<file path="config.mk">
export PLATFORM = sky130hd
export DESIGN_NAME = boot_entry_sel
export DESIGN_NICKNAME = d
export VERILOG_FILES = /design/src/rtl/boot_sel_pkg.sv /design/src/rtl/boot_sel_decode.sv /design/src/rtl/boot_sel_latch.sv /design/src/rtl/boot_entry_sel.sv
export SDC_FILE = /design/constraint.sdc
export NUM_CORES = 1
export LEC_CHECK = 0
export BUFFER_PORTS_ARGS = -buffer_cell sky130_fd_sc_hd__clkbuf_2
export CAP_MARGIN = 20
export CELL_PAD_IN_SITES_DETAIL_PLACEMENT = 1
export CELL_PAD_IN_SITES_GLOBAL_PLACEMENT = 1
export CORE_UTILIZATION = 30
export DETAILED_ROUTE_END_ITERATION = 10
export GPL_TIMING_DRIVEN = 0
export PLACE_DENSITY = 0.91
export SLEW_MARGIN = 20
export SYNTH_ARGS = -nofsm -noshare
export SYNTH_HDL_FRONTEND = slang
export SYNTH_HIERARCHICAL = 1
export SYNTH_SLANG_ARGS = --single-unit
</file>
<file path="constraint.sdc">
create_clock -name clk_i -period 1.75 [get_ports clk_i]
set_input_delay 0.0875 -clock clk_i [delete_from_list [all_inputs] [get_ports clk_i]]
set_output_delay 0.0875 -clock clk_i [all_outputs]
set_load 0.01 [all_outputs]
</file>
<file path="src/rtl/boot_sel_pkg.sv">
package boot_sel_pkg;
  typedef enum logic [1:0] {
    KIND_NONE  = 2'd0,
    KIND_SVC   = 2'd1,
    KIND_IMM   = 2'd2,
    KIND_FLASH = 2'd3
  } entry_kind_e;
endpackage

</file>
<file path="src/rtl/boot_sel_decode.sv">
module boot_sel_decode
  import boot_sel_pkg::*;
#(
  parameter int          CODE_W     = 8,
  parameter int          STATE_W    = 8,
  parameter int          ADDR_W     = 32,
  parameter logic [7:0]  CODE_IMM   = 8'hC3,
  parameter logic [7:0]  CODE_FLASH = 8'hB4,
  parameter logic [7:0]  PROV_STATE = 8'h17,
  parameter logic [31:0] SVC_ADDR   = 32'h0BF9_0000,
  parameter logic [31:0] IMM_ADDR   = 32'h0BF8_A000,
  parameter bit          HAS_CRYPTO = 1'b1,
  parameter bit          HAS_TZ     = 1'b1
) (
  input  logic               tz_en_i,
  input  logic [CODE_W-1:0]  code_i,
  input  logic [STATE_W-1:0] state_i,
  input  logic [ADDR_W-1:0]  sec_addr_i,
  input  logic [ADDR_W-1:0]  nsec_addr_i,
  output logic [ADDR_W-1:0]  addr_o,
  output entry_kind_e        kind_o,
  output logic               err_o
);
  localparam logic [CODE_W-1:0]  CODE_IMM_L   = CODE_W'(CODE_IMM);
  localparam logic [CODE_W-1:0]  CODE_FLASH_L = CODE_W'(CODE_FLASH);
  localparam logic [STATE_W-1:0] PROV_L       = STATE_W'(PROV_STATE);

  logic tz_eff;
  logic imm_ok;

  generate
    if (HAS_TZ) begin : g_tz
      assign tz_eff = tz_en_i;
    end else begin : g_no_tz
      assign tz_eff = 1'b0;
    end
    if (HAS_CRYPTO) begin : g_crypto
      assign imm_ok = 1'b1;
    end else begin : g_no_crypto
      assign imm_ok = 1'b0;
    end
  endgenerate

  // Priority: TrustZone off, then provisioning override, then code.
  always_comb begin
    addr_o = nsec_addr_i;
    kind_o = KIND_FLASH;
    err_o  = 1'b0;
    if (tz_eff) begin
      if (state_i == PROV_L) begin
        addr_o = ADDR_W'(SVC_ADDR);
        kind_o = KIND_SVC;
      end else if (imm_ok && code_i == CODE_IMM_L) begin
        addr_o = ADDR_W'(IMM_ADDR);
        kind_o = KIND_IMM;
      end else if (code_i == CODE_FLASH_L) begin
        addr_o = sec_addr_i;
      end else begin
        addr_o = sec_addr_i;
        err_o  = 1'b1;
      end
    end
  end
endmodule

</file>
<file path="src/rtl/boot_sel_latch.sv">
module boot_sel_latch
  import boot_sel_pkg::*;
#(
  parameter int ADDR_W = 32
) (
  input  logic              clk_i,
  input  logic              rst_i,
  input  logic [ADDR_W-1:0] addr_i,
  input  entry_kind_e       kind_i,
  input  logic              err_i,
  output logic [ADDR_W-1:0] addr_o,
  output entry_kind_e       kind_o,
  output logic              err_o,
  output logic              done_o
);
  logic locked_q;

  always_ff @(posedge clk_i) begin
    if (rst_i) begin
      locked_q <= 1'b0;
      done_o   <= 1'b0;
      addr_o   <= '0;
      kind_o   <= KIND_NONE;
      err_o    <= 1'b0;
    end else if (!locked_q) begin
      locked_q <= 1'b1;
      done_o   <= 1'b1;
      addr_o   <= addr_i;
      kind_o   <= kind_i;
      err_o    <= err_i;
    end else begin
      done_o   <= 1'b0;
    end
  end


  done_pulse_chk: assert property (@(posedge clk_i) disable iff (rst_i)
    done_o |=> !done_o);


  frozen_out_chk: assert property (@(posedge clk_i) disable iff (rst_i)
    (locked_q && $past(locked_q)) |->
      ($stable(addr_o) && $stable(kind_o) && $stable(err_o)));
endmodule

</file>
<file path="src/rtl/boot_entry_sel.sv">
module boot_entry_sel
  import boot_sel_pkg::*;
#(
  parameter int          CODE_W     = 8,
  parameter int          STATE_W    = 8,
  parameter int          ADDR_W     = 32,
  parameter logic [7:0]  CODE_IMM   = 8'hC3,
  parameter logic [7:0]  CODE_FLASH = 8'hB4,
  parameter logic [7:0]  PROV_STATE = 8'h17,
  parameter logic [31:0] SVC_ADDR   = 32'h0BF9_0000,
  parameter logic [31:0] IMM_ADDR   = 32'h0BF8_A000,
  parameter bit          HAS_CRYPTO = 1'b1,
  parameter bit          HAS_TZ     = 1'b1
) (
  input  logic               clk_i,
  input  logic               rst_i,
  input  logic               tz_en_i,
  input  logic [CODE_W-1:0]  entry_code_i,
  input  logic [STATE_W-1:0] prod_state_i,
  input  logic [ADDR_W-1:0]  sec_addr_i,
  input  logic [ADDR_W-1:0]  nsec_addr_i,
  output logic [ADDR_W-1:0]  entry_addr_o,
  output logic [1:0]         entry_kind_o,
  output logic               err_o,
  output logic               done_o
);
  logic [ADDR_W-1:0] dec_addr;
  entry_kind_e       dec_kind;
  logic              dec_err;
  entry_kind_e       lat_kind;

  boot_sel_decode #(
    .CODE_W(CODE_W), .STATE_W(STATE_W), .ADDR_W(ADDR_W),
    .CODE_IMM(CODE_IMM), .CODE_FLASH(CODE_FLASH), .PROV_STATE(PROV_STATE),
    .SVC_ADDR(SVC_ADDR), .IMM_ADDR(IMM_ADDR),
    .HAS_CRYPTO(HAS_CRYPTO), .HAS_TZ(HAS_TZ)
  ) decode_i (
    .tz_en_i(tz_en_i), .code_i(entry_code_i), .state_i(prod_state_i),
    .sec_addr_i(sec_addr_i), .nsec_addr_i(nsec_addr_i),
    .addr_o(dec_addr), .kind_o(dec_kind), .err_o(dec_err)
  );

  boot_sel_latch #(.ADDR_W(ADDR_W)) latch_i (
    .clk_i(clk_i), .rst_i(rst_i),
    .addr_i(dec_addr), .kind_i(dec_kind), .err_i(dec_err),
    .addr_o(entry_addr_o), .kind_o(lat_kind), .err_o(err_o), .done_o(done_o)
  );

  assign entry_kind_o = lat_kind;


  tz_off_chk: assert property (@(posedge clk_i) disable iff (rst_i)
    (done_o && !$past(tz_en_i)) |->
      (entry_kind_o == KIND_FLASH && entry_addr_o == $past(nsec_addr_i) && !err_o));


  prov_chk: assert property (@(posedge clk_i) disable iff (rst_i)
    (done_o && HAS_TZ && $past(tz_en_i) && $past(prod_state_i) == STATE_W'(PROV_STATE)) |->
      (entry_kind_o == KIND_SVC && !err_o));


  err_fallback_chk: assert property (@(posedge clk_i) disable iff (rst_i)
    err_o |-> (entry_kind_o == KIND_FLASH));


  no_imm_chk: assert property (@(posedge clk_i) disable iff (rst_i)
    (HAS_CRYPTO == 1'b0) |-> (entry_kind_o != KIND_IMM));
endmodule

</file>
; Word-level counts from Yosys, hierarchy flattened
; Index checks and enable logic that the tools add are counted.
[word_totals]
input_bits = 83
register_bits = 37
elab_cells = 20
out_inout_bits = 36
[op_classes]
eq_ne = 3
n_mux = 12
[op_table]
columns = op, n
row1 = $mux 32, 3
row2 = $eq 8x8->1 const B, 2
row3 = $eq 8x5->1 const B, 1
row4 = $mux 1, 7
row5 = $mux 2, 2

; Longest topological paths before layout
[logic_depth]
ltp_word = 5
depth_mapped = 6
depth_no_buf = 5

; Modules after synthesis
; Netlist, hierarchy kept.
[modules_own_cells]
columns = mod, cells_per_inst, instances, seq_area_each_um2, area_each_um2
row1 = boot_sel_latch, 117, 1, 740.7, 1321.3
row2 = boot_sel_decode, 59, 1, 0.0, 504.2

; Least setup slack after synthesis
; OpenSTA, ideal clock, no wires.
[synth_path]
path_kind = input port to flip-flop
startpoint = input prod_state_i[5]
endpoint = register latch_i.addr_o[11]
setup_ns = 0.117
stages = 6
required_time_ns = 1.633
path_slack_ns = 0.262
path_buffers = 1
t_arrival_ns = 1.371
path_cell_list = or4b_4 -> o21a_4 -> buf_6 -> a32o_1 -> mux2i_1 -> nor2_1
[synth_between]
elab_chain_len = 3
[synth_lines]
columns = element, line
row1 = start: declaration, boot_entry_sel.sv:19  ; input logic [STATE_W-1:0] prod_state_i,
row2 = $eq 8x5->1, boot_sel_decode.sv:50  ; if (state_i == PROV_L) begin
row3 = $mux 32, boot_sel_decode.sv:50
row4 = $mux 32, boot_sel_decode.sv:49  ; if (tz_eff) begin
row5 = named net dec_addr[11], boot_entry_sel.sv:27  ; logic [ADDR_W-1:0] dec_addr;
row6 = end signal: assignment, boot_sel_latch.sv:28  ; addr_o <= addr_i;
row7 = end: declaration, boot_sel_latch.sv:11  ; output logic [ADDR_W-1:0] addr_o,
; The timed path passes the listed nets, and every way through them passes these cells.
; A chain may end at the register's enable or synchronous reset.

; Worst setup path in the final report
[layout_path]
startpoint = input tz_en_i
endpoint = register latch_i.addr_o[6]
[layout_between]
elab_chain_len = 1
[layout_lines]
columns = element, line
row1 = start: declaration, boot_entry_sel.sv:17  ; input logic tz_en_i,
row2 = $mux 32, boot_sel_decode.sv:49
row3 = named net dec_addr[6], boot_entry_sel.sv:27
; The timed path passes the listed nets, and every way through them passes these cells.

==> flow_metrics.tcl <==
set metrics [dict create \
    drive_above_1_share 0.465 \
    wire_per_inst_um 15.9 \
    core_area_um2 5890 \
    reg2reg_from "latch_i/locked_q" \
    hold_viol_final 0 \
    synth_area_leader_cell "dfxtp_1" \
    cp_slowest_cell "clkbuf_1" \
    vias 1873 \
    worst_slack_ps 292 \
    numPortBuffers 117 \
    ys.flop_type "dfxtp_1" \
    drc 0 \
    leakage_uw 0.00132 \
    powerDensity_nw_per_um2 773 \
    antenna_found_initial 0 \
    die_w_um 80.0 \
    yosysSeqAreaShare 0.406 \
    holdCritPathClass "in -> reg" \
    start_util 0.310 \
    fin_setup_tns_ps 0 \
    yosysMostFrequentCell "dfxtp_1" \
    routed_via_density 4.98 \
    cap_violations 0 \
    gp_congestion 0.789 \
    cp_num_buf_inv 4 \
    cts_sinks 37 \
    yosys_warnings 6 \
    cp.required_ps 1920 \
    p_sw_frac 0.263 \
    crit_family "buffers and inverters" \
    synth_top_area_share 0.406 \
    fin_area_um2 2610 \
    dp_slack_ps 15.4 \
    place_hpwl_um 4730 \
    die_h_um 80.0 \
    synth_edf_count 0 \
    syn_to_final_growth_pct 42.8 \
    async_flop_share 0 \
    crit_start "tz_en_i" \
    clockBufferDepth 2 \
    start_kind "primary input" \
    htree_levels 2 \
    finalMaxSlewViolations 0 \
    syn_area_um2 1830 \
    gr-total-overflow 0 \
    p_comb_frac 0.214 \
    postCtsSetupRepairBufs 0 \
    synth_area_leaders "dfxtp_1 41%, mux2i_1 19%, a32o_1 12%, nor2_1 7.4%, o32a_1 4.4%" \
    rows 28 \
    clk_latency_ps 280 \
    worst_slew_pin_slew_ps 546 \
    cts_tree "done" \
    critPathMaxFanout 10 \
    grt_max_degree 12 \
    min_period_ps 1460 \
    max_freq_mhz 686 \
    power.internal_uw 1480 \
    irDropWorstVdd_mv 0.379 \
    critPathKind "in -> reg" \
    ys_ff_latch 37 \
    avgSynthCellArea_um2 10.4 \
    timing.slew.headroom 0.636 \
    nets 383 \
    ant_nets 0 \
    diodes 0 \
    period_share 0.833 \
    dr.first_iter.drc_count 55 \
    setup_viol 0 \
    status "complete, no violations" \
    path_clk_slew_ps 80 \
    cts_resized 0 \
    die-area_um2 6400 \
    ios 119 \
    dr.pass1.iters 4 \
    track_usage 0.197 \
    post_dp_cell_area_um2 2500 \
    fin_skew_ps 8.86 \
    hold_start "rst_i" \
    clockRootBuffer "clkbuf_8" \
    grt_pass1_wl_um 9500 \
    path_cells "clkbuf_2 > clkbuf_1 > inv_1 > buf_1 > a32o_1 > mux2i_1 > nor2_1" \
    grt_pass1_vias 1985 \
    worstPathArrival_ps 1630 \
    max_stage_delay_ps 400 \
    synthDistinctLibCells 27 \
    clock_power_share 0.324 \
    p_switching_uw 530 \
    rsz0062_at_grt "false" \
    synth_cells 176 \
    cts_buffers 5 \
    netlist_top_cells_count "37 x dfxtp_1, 36 x nor2_1, 35 x mux2i_1" \
    synth_nets 259 \
    cts_hold_buf 0 \
    worstSetupEndpointType "register" \
    finalWirelength_um 5970 \
    seq_power_share 0.461 \
]
[state kept, by name, summed over array words and instances (netlist names)]
register          flops
latch_i/done_o        1
latch_i/locked_q      1
latch_i/err_o         1
latch_i/addr_o       32
latch_i/kind_o        2
[cells by family (layout without fill, tap and decap cells)]
family	Yosys count	after routing	share of synthesized area
compound gates	37	37	0.194
flops	37	37	0.406
buf+inv	19	144	0.0829
simple gates	48	48	0.125
mux	35	35	0.192
[area by class of cell]
cell class | instances | area [um2]
fillers | 737 | 3280
multi-input cells | 120 | 933
flip-flops and latches | 37 | 741
repair buffers | 117 | 586
plain buffers | 17 | 144
clock buffers | 7 | 96.3
well taps | 75 | 93.8
inverters | 2 | 7.51
clock inverters | 1 | 5.00
[power groups by stage]
stage                     Combinational, uW  Sequential, uW  Clock [uW]
after detailed placement                435             948           0
after CTS                               437             929         676
final                                   432             929         653
after floorplan                         212             971           0
after global routing                    473             936         724
after global placement                  421             944           0
[metrics by stage]
step | hold WS, ps | utilization | total power (uW) | instances
final | 120 | 0.443 | 2010 | 376
after global routing | 129 | 0.443 | 2130 | 376
after CTS | 118 | 0.443 | 2040 | 376
after detailed placement | 418 | 0.426 | 1380 | 368
after global placement | 414 | 0.426 | 1370 | 368
after floorplan | 332 | - | 1180 | 176
[placed cells by master (no fill, tap or decap), types with 2 or more instances in the layout]
master	n
buf_2	4
o2bb2ai_1	2
inv_1	2
clkbuf_8	7
dfxtp_1	37
buf_1	2
clkbuf_2	117
buf_6	3
clkbuf_1	4
o32a_1	8
nor2_1	36
a32o_1	21
mux2i_1	35
nand2_1	3
a21oi_1	2
and4bb_2	2
buf_12	3
[final timing paths]
| path | slack (ps) | cells after the start | end |
|---|---|---|---|
| max | 290 | 7 | latch_i/addr_o[6] |
| min | 120 | 2 | latch_i/kind_o[1] |
| max reg2reg | 670 | 4 | latch_i/addr_o[22] |
| min reg2reg | 510 | 2 | latch_i/addr_o[3] |
[per-layer routing]
metal  up-vias  GRT usage  routed length, um
li1        908          -                  -
met1       887      0.220               2470
met2        74      0.368               3120
met3         4     0.0423                306
met4         0     0.0589                 68
met5         -          0                  0
Power figures use the tool's default switching activity.
